==> src/rtl/ep0_desc_pkg.sv <==
package ep0_desc_pkg;
  localparam int SETUP_NB     = 8;
  localparam int WLEN_LO_BYTE = 6;
  localparam int HDR_NB       = 4;
  localparam logic [7:0] CFG_TYPE = 8'h02;

  typedef enum logic [1:0] {
    ST_IDLE = 2'd0,
    ST_WAIT = 2'd1,
    ST_SEND = 2'd2,
    ST_HS   = 2'd3
  } strm_state_t;
endpackage

==> src/rtl/ep0_setup_buf.sv <==
module ep0_setup_buf
  import ep0_desc_pkg::*;
#(
  parameter int NB = SETUP_NB,
  localparam int IW = $clog2(NB)
) (
  input  logic            clk,
  input  logic            rst_n,
  input  logic            wr_en,
  input  logic [NB*8-1:0] wr_pkt,
  input  logic [IW-1:0]   rd_idx,
  output logic [7:0]      rd_data,
  output logic [15:0]     wlen
);
  logic [7:0] byte_q [NB];

  for (genvar g = 0; g < NB; g++) begin : g_byte
    always_ff @(posedge clk or negedge rst_n) begin
      if (!rst_n)     byte_q[g] <= '0;
      else if (wr_en) byte_q[g] <= wr_pkt[8*g +: 8];
    end
  end

  assign rd_data = byte_q[rd_idx];
  assign wlen    = {byte_q[WLEN_LO_BYTE+1], byte_q[WLEN_LO_BYTE]};
endmodule

==> src/rtl/ep0_len_fetch.sv <==
module ep0_len_fetch
  import ep0_desc_pkg::*;
#(
  parameter int AW = 16,
  parameter int LW = 16
) (
  input  logic          clk,
  input  logic          rst_n,
  input  logic          start,
  input  logic          abort,
  input  logic [AW-1:0] base,
  input  logic [7:0]    mem_rdata,
  input  logic [15:0]   wlen,
  output logic          rd_en,
  output logic [AW-1:0] rd_addr,
  output logic          done,
  output logic [LW-1:0] xfer_len
);
  localparam logic [2:0] N_ISSUE = 3'(HDR_NB);
  localparam logic [2:0] N_DONE  = 3'(HDR_NB + 1);

  logic       busy_q, busy_n;
  logic [2:0] cnt_q, cnt_n;
  logic       vq_q, vq_n;
  logic [1:0] idx_q, idx_n;
  logic [7:0] hdr_q [HDR_NB];
  logic [LW-1:0] desc_len, req_len;

  assign rd_en   = busy_q && (cnt_q < N_ISSUE);
  assign rd_addr = base + AW'(cnt_q);
  assign done    = busy_q && (cnt_q == N_DONE);

  assign desc_len = (hdr_q[1] == CFG_TYPE) ? LW'({hdr_q[3], hdr_q[2]})
                                           : LW'(hdr_q[0]);
  assign req_len  = LW'(wlen);
  assign xfer_len = (desc_len < req_len) ? desc_len : req_len;

  always_comb begin
    busy_n = busy_q;
    cnt_n  = cnt_q;
    vq_n   = rd_en && !abort && !start;
    idx_n  = cnt_q[1:0];
    if (abort) begin
      busy_n = 1'b0;
    end else if (start) begin
      busy_n = 1'b1;
      cnt_n  = '0;
    end else if (busy_q) begin
      if (done) busy_n = 1'b0;
      else      cnt_n  = cnt_q + 3'd1;
    end
  end

  always_ff @(posedge clk or negedge rst_n) begin
    if (!rst_n) begin
      busy_q <= 1'b0;
      cnt_q  <= '0;
      vq_q   <= 1'b0;
      idx_q  <= '0;
    end else begin
      busy_q <= busy_n;
      cnt_q  <= cnt_n;
      vq_q   <= vq_n;
      idx_q  <= idx_n;
    end
  end

  for (genvar g = 0; g < HDR_NB; g++) begin : g_hdr
    always_ff @(posedge clk or negedge rst_n) begin
      if (!rst_n)                           hdr_q[g] <= '0;
      else if (vq_q && (idx_q == 2'(g)))    hdr_q[g] <= mem_rdata;
    end
  end
endmodule

==> src/rtl/ep0_pkt_engine.sv <==
module ep0_pkt_engine
  import ep0_desc_pkg::*;
#(
  parameter int AW  = 16,
  parameter int LW  = 16,
  parameter int MPS = 64,
  localparam int CW = $clog2(MPS + 1)
) (
  input  logic          clk,
  input  logic          rst_n,
  input  logic          kill,
  input  logic          load,
  input  logic [LW-1:0] xfer_len,
  input  logic [AW-1:0] base,
  input  logic          in_tok,
  input  logic          hs_ack,
  input  logic          hs_timeout,
  output logic          rd_en,
  output logic [AW-1:0] rd_addr,
  output logic          tx_valid,
  output logic          tx_last,
  output logic          tx_zlp,
  output logic          tx_nak,
  output logic          tx_data1,
  output logic          xfer_done,
  output logic          done_irq
);
  localparam logic [LW-1:0] MPS_L = LW'(MPS);
  localparam logic [CW-1:0] MPS_C = CW'(MPS);

  strm_state_t   st_q, st_n;
  logic [LW-1:0] rem_q, rem_n, sent_q, sent_n;
  logic [CW-1:0] pkt_q, pkt_n, idx_q, idx_n, plen_w;
  logic          tog_q, tog_n, done_q, done_n;
  logic          rdv_q, rdv_n, last_q, last_n;
  logic          zlp_q, zlp_n, nak_q, nak_n, irq_q, irq_n;
  logic          last_iss;

  assign plen_w   = (rem_q >= MPS_L) ? MPS_C : rem_q[CW-1:0];
  assign last_iss = (idx_q == pkt_q - CW'(1));
  assign rd_en    = (st_q == ST_SEND) && !kill;
  assign rd_addr  = base + sent_q[AW-1:0] + AW'(idx_q);

  always_comb begin
    st_n   = st_q;
    rem_n  = rem_q;
    sent_n = sent_q;
    pkt_n  = pkt_q;
    idx_n  = idx_q;
    tog_n  = tog_q;
    done_n = done_q;
    rdv_n  = 1'b0;
    last_n = 1'b0;
    zlp_n  = 1'b0;
    nak_n  = 1'b0;
    irq_n  = 1'b0;
    if (kill) begin
      st_n   = ST_IDLE;
      done_n = 1'b0;
    end else begin
      if (in_tok && (st_q != ST_WAIT)) nak_n = 1'b1;
      if (load) begin
        st_n   = ST_WAIT;
        rem_n  = xfer_len;
        sent_n = '0;
        tog_n  = 1'b1;
        done_n = 1'b0;
      end else begin
        unique case (st_q)
          ST_WAIT: begin
            if (in_tok) begin
              pkt_n = plen_w;
              idx_n = '0;
              if (plen_w == '0) begin
                zlp_n = 1'b1;
                st_n  = ST_HS;
              end else begin
                st_n  = ST_SEND;
              end
            end
          end
          ST_SEND: begin
            rdv_n  = 1'b1;
            last_n = last_iss;
            idx_n  = idx_q + CW'(1);
            if (last_iss) st_n = ST_HS;
          end
          ST_HS: begin
            if (hs_ack) begin
              tog_n = ~tog_q;
              if (pkt_q == MPS_C) begin
                sent_n = sent_q + MPS_L;
                rem_n  = rem_q - MPS_L;
                st_n   = ST_WAIT;
              end else begin
                st_n   = ST_IDLE;
                done_n = 1'b1;
                irq_n  = 1'b1;
              end
            end else if (hs_timeout) begin
              st_n = ST_WAIT;
            end
          end
          default: ;
        endcase
      end
    end
  end

  always_ff @(posedge clk or negedge rst_n) begin
    if (!rst_n) begin
      st_q   <= ST_IDLE;
      rem_q  <= '0;
      sent_q <= '0;
      pkt_q  <= '0;
      idx_q  <= '0;
      tog_q  <= 1'b1;
      done_q <= 1'b0;
      rdv_q  <= 1'b0;
      last_q <= 1'b0;
      zlp_q  <= 1'b0;
      nak_q  <= 1'b0;
      irq_q  <= 1'b0;
    end else begin
      st_q   <= st_n;
      rem_q  <= rem_n;
      sent_q <= sent_n;
      pkt_q  <= pkt_n;
      idx_q  <= idx_n;
      tog_q  <= tog_n;
      done_q <= done_n;
      rdv_q  <= rdv_n;
      last_q <= last_n;
      zlp_q  <= zlp_n;
      nak_q  <= nak_n;
      irq_q  <= irq_n;
    end
  end

  assign tx_valid  = rdv_q;
  assign tx_last   = last_q;
  assign tx_zlp    = zlp_q;
  assign tx_nak    = nak_q;
  assign tx_data1  = tog_q;
  assign xfer_done = done_q;
  assign done_irq  = irq_q;
endmodule

==> src/rtl/ep0_desc_streamer.sv <==
module ep0_desc_streamer
  import ep0_desc_pkg::*;
#(
  parameter int AW  = 16,
  parameter int LW  = 16,
  parameter int MPS = 64
) (
  input  logic          clk,
  input  logic          rst_n,
  input  logic          setup_vld,
  input  logic [63:0]   setup_pkt,
  input  logic [2:0]    setup_rd_idx,
  output logic [7:0]    setup_rd_data,
  input  logic          ptr_wr,
  input  logic [AW-1:0] ptr_wdata,
  output logic          mem_rd_en,
  output logic [AW-1:0] mem_addr,
  input  logic [7:0]    mem_rdata,
  input  logic          in_tok,
  input  logic          hs_ack,
  input  logic          hs_timeout,
  output logic          tx_valid,
  output logic [7:0]    tx_data,
  output logic          tx_last,
  output logic          tx_zlp,
  output logic          tx_nak,
  output logic          tx_data1,
  output logic          xfer_done,
  output logic          done_irq
);
  logic [1:0]    rst_pipe_q;
  logic          rst_sync_n;
  logic [AW-1:0] ptr_q;
  logic [15:0]   wlen;
  logic          f_rd, e_rd, f_done, start, kill;
  logic [AW-1:0] f_addr, e_addr;
  logic [LW-1:0] f_len;

  always_ff @(posedge clk or negedge rst_n) begin
    if (!rst_n) rst_pipe_q <= '0;
    else        rst_pipe_q <= {rst_pipe_q[0], 1'b1};
  end
  assign rst_sync_n = rst_pipe_q[1];

  always_ff @(posedge clk or negedge rst_sync_n) begin
    if (!rst_sync_n)  ptr_q <= '0;
    else if (ptr_wr)  ptr_q <= ptr_wdata;
  end

  assign start = ptr_wr && !setup_vld;
  assign kill  = setup_vld || ptr_wr;

  ep0_setup_buf #(.NB(SETUP_NB)) u_sbuf (
    .clk     (clk),
    .rst_n   (rst_sync_n),
    .wr_en   (setup_vld),
    .wr_pkt  (setup_pkt),
    .rd_idx  (setup_rd_idx),
    .rd_data (setup_rd_data),
    .wlen    (wlen)
  );

  ep0_len_fetch #(.AW(AW), .LW(LW)) u_fetch (
    .clk       (clk),
    .rst_n     (rst_sync_n),
    .start     (start),
    .abort     (setup_vld),
    .base      (ptr_q),
    .mem_rdata (mem_rdata),
    .wlen      (wlen),
    .rd_en     (f_rd),
    .rd_addr   (f_addr),
    .done      (f_done),
    .xfer_len  (f_len)
  );

  ep0_pkt_engine #(.AW(AW), .LW(LW), .MPS(MPS)) u_eng (
    .clk        (clk),
    .rst_n      (rst_sync_n),
    .kill       (kill),
    .load       (f_done),
    .xfer_len   (f_len),
    .base       (ptr_q),
    .in_tok     (in_tok),
    .hs_ack     (hs_ack),
    .hs_timeout (hs_timeout),
    .rd_en      (e_rd),
    .rd_addr    (e_addr),
    .tx_valid   (tx_valid),
    .tx_last    (tx_last),
    .tx_zlp     (tx_zlp),
    .tx_nak     (tx_nak),
    .tx_data1   (tx_data1),
    .xfer_done  (xfer_done),
    .done_irq   (done_irq)
  );

  assign mem_rd_en = f_rd || e_rd;
  assign mem_addr  = f_rd ? f_addr : e_addr;
  assign tx_data   = tx_valid ? mem_rdata : 8'h00;
endmodule

==> config.mk <==
export PLATFORM = sky130hd
export DESIGN_NAME = ep0_desc_streamer
export DESIGN_NICKNAME = d
export VERILOG_FILES = /design/src/rtl/ep0_desc_pkg.sv /design/src/rtl/ep0_setup_buf.sv /design/src/rtl/ep0_len_fetch.sv /design/src/rtl/ep0_pkt_engine.sv /design/src/rtl/ep0_desc_streamer.sv
export SDC_FILE = /design/constraint.sdc
export NUM_CORES = 1
export LEC_CHECK = 0
export BUFFER_PORTS_ARGS = -buffer_cell sky130_fd_sc_hd__buf_4
export CAP_MARGIN = 20
export CELL_PAD_IN_SITES_DETAIL_PLACEMENT = 0
export CELL_PAD_IN_SITES_GLOBAL_PLACEMENT = 2
export CORE_ASPECT_RATIO = 1.4
export CORE_MARGIN = 2
export CORE_UTILIZATION = 39
export CTS_BUF_LIST = sky130_fd_sc_hd__clkbuf_2 sky130_fd_sc_hd__clkbuf_4 sky130_fd_sc_hd__clkbuf_8
export CTS_CLUSTER_SIZE = 25
export DETAILED_ROUTE_END_ITERATION = 16
export GPL_ROUTABILITY_DRIVEN = 0
export PLACE_DENSITY = 0.91
export SYNTH_ARGS = -nofsm -noshare
export SYNTH_HDL_FRONTEND = slang
export SYNTH_SLANG_ARGS = --single-unit
==> constraint.sdc <==
create_clock -name clk -period 6.2 [get_ports clk]
set_clock_uncertainty 0.05 [all_clocks]
set_input_delay 0.93 -clock clk [delete_from_list [all_inputs] [get_ports clk]]
set_output_delay 0.93 -clock clk [all_outputs]
set_load 0.01 [all_outputs]
==> results.md <==
* Minimum clock period after layout at approximately 4.4 ns
* Unique masters post-synth at 71
* CP Launch Point: ptr_q[6]
* Initial antenna violation count at 1
* Synth Register Bits at 170
* Crit path launch type: flop
* Critical Path Sink Type: primary output
* Crit path top cell by count: and3_1
* CP max stage cell: dfrtp_1
* Worst Path Max Fanout at 6
* WL per Instance at 18.0 um
* Post-CTS Setup Inserts at 0
* Share of cells above drive strength 1 at about 30%
* Max Fclk at 0.227 GHz
* Clock latency on the worst-skew pair at between 0.4 and 0.5 ns
* Unrepaired setup endpoints after global routing: no
* Antenna Nets Post-Route at 0
* CTS resizes at 0
* R2r startpoint: u_fetch.hdr_q[21]
* Die width at 137 um
* Critical path cell sequence: fa_1 > ha_1 > and3_1 > and3_1 > a211oi_1 > o21ai_0 > a2111o_1 > o221a_2 > buf_4
* Fin crit share at 71.2%
* Tot Pwr at ~2800 uW
* VDD IR max at 144 uV
* YS warnings at 0
* Crit path largest cell delay at roughly 0.47 ns
* # IOs at about 140
* CTS root buffer: clkbuf_8
* Most common cell after layout, fill and taps aside: dfrtp_1
* Clock Path Buffers at 2
* Slew @ Worst Pin at between 0.9 and 1 ns
* Total gr overflow at 0
* Largest net degree at the start of global routing at 87
* CTS sink cnt at 170
* Post-synthesis cell area at a little under 10000 um^2
* Die ar. at 26200 um^2
* # rows at slightly below 70
* Post-CTS Hold Buffers at 0
* Vias/cell at 5.34
* Post-route DRC at 0
* CP Data Arrival Time at roughly 3.4 ns
* Outcome: completed
* Drt pass-1 iters at 5
* Final setup fails at 0
* Post-Syn Area per Cell at 10.9 um^2
* WS Path Type: flop to primary output
* DR iter-0 viols at 431
* Port bufs at 137
* Final hold vios at 0
* Commonest non-fill, non-tap cells in the layout: dfrtp_1, buf_4, mux2_2
* CTS tree: yes
* Clock buffer count from CTS at 17
* Max-Slew Margin vs Limit at ~33%
* Starting Density at between 30 and 40%
* HP Class: primary input to asynchronous set/reset pin
* Detailed Place HPWL at around 19000 um
* Die Span Y at 191 um
* Vias at ~7200
* Max-slew violation count at 0
* Ys flop type: dfrtp_1
* Syn_nets at about 1100
* Nets at 1182
* Critical Path RT at 5.22 ns
* Total global-route track usage at between 10% and 20%
* Post-Synthesis Cells at around 890
* H-tree levels at 4
* Fin Hold WS at ~0.18 ns
* Synth-to-Final Area Change at 17.7%
* LEAKAGE at a little over 0.005 uW
* Total wire length at between 20000 and 25000 um
* First-pass GRT wire length at 38700 um
* EDFF count, synth at 0
* Power Dens Cells at 242 nW/um^2
* Core Area at about 25000 um^2
* Maxcap violations at 0
* Register area share after synthesis at 43.8%
* Post-synth ARST share at 100%
* Setup_tns at 0 ns
* Clock transition at path regs at 0.10 ns
* Number of global-route vias before repair at around 7200
stage by stage:
step	std cells	cell area, um^2	util (%)	setup slack, ns
after floorplan	894	9710	-	1.06
after global placement	1320	11000	44.9	2.25
after detailed placement	1320	11000	44.9	2.24
after CTS	1352	11400	46.5	1.71
after global routing	1352	11400	46.5	1.52
final	1353	11400	46.5	1.79
path summary, 6_finish.rpt:
path | to | slack, ns | depth (start not counted)
worst max-delay path | mem_addr[14] | 1.79 | 9
worst min-delay path | rst_pipe_q[1] | 0.18 | 1
worst max register to register | u_eng.rem_q[8] | 2.50 | 11
worst min register to register | rst_pipe_q[1] | 0.31 | 0
max in group asynchronous | ptr_q[7] | 4.43 | 1
min in group clk | rst_pipe_q[1] | 0.31 | 0
layer usage:
layer	vias to the layer above	GRT usage, %	wire [um]
met5	-	0	0
met4	0	6.78	631
met3	41	2.95	834
met2	161	33.4	12700
met1	3542	23.9	10200
li1	3476	-	-
layout make-up:
cell class / instances / area, um^2
Clock buffer: 18 / 241
Antenna cell: 1 / 2.50
Multi-Input combinational cell: 651 / 5160
Inverter: 42 / 158
Fill cell: 2301 / 13200
Sequential cell: 170 / 4260
Clock inverter: 14 / 139
Timing Repair Buffer: 142 / 1070
Tap cell: 315 / 394
registers in the layout (all words and copies together) (netlist names):
register	count
ptr_q	16
rst_pipe_q	2
u_eng.done_irq	1
u_eng.idx_q	7
u_eng.pkt_q	7
u_eng.rem_q	16
u_eng.sent_q	10
u_eng.st_q	2
u_eng.tx_data1	1
u_eng.tx_last	1
u_eng.tx_nak	1
u_eng.tx_valid	1
u_eng.tx_zlp	1
u_eng.xfer_done	1
u_fetch.busy_q	1
u_fetch.cnt_q	3
u_fetch.hdr_q	32
u_fetch.idx_q	2
u_fetch.vq_q	1
u_sbuf.byte_q	48
u_sbuf.wlen	16
report_power, final:
part | switching (uW) | total [uW] | internal [uW]
registers | 128 | 1380 | 1250
clock network | 450 | 781 | 332
logic | 281 | 612 | 331
cell families after synthesis:
group	Yosys count	synth area share, %
muxes	136	17.4
and+or+nand+nor	251	13.3
buffers and inverters	73	2.96
adders and majority gates	60	7.96
DFF	170	43.8
xor gates and xnor gates	44	3.97
AOI/OAI and AO/OA	159	10.5
other	1	0.0386
synth_stat cells (all sizes together), types with 14 or more instances:
library cell | instances | share of area, %
mux2i | 16 | 1.6
inv | 42 | 1.6
a21oi | 31 | 1.6
ha | 57 | 7.3
xnor2 | 19 | 1.7
and2 | 14 | 0.90
clkbuf | 20 | 0.77
nand2 | 94 | 3.7
nor2 | 49 | 1.9
mux2 | 104 | 12
dfrtp | 169 | 44
xor2 | 25 | 2.3
mux4 | 16 | 3.7
nand3 | 20 | 1.1
o21ai | 63 | 3.2
critical path, delay by kind of cell (launching register included):
kind / cells / cell delay (ns)
buffers and inverters: 1 / 0.14
adders and majority gates: 2 / 0.80
DFF: 1 / 0.47
AOI/OAI and AO/OA: 4 / 1.18
and+or+nand+nor: 2 / 0.37
Power figures use the tool's default switching activity.
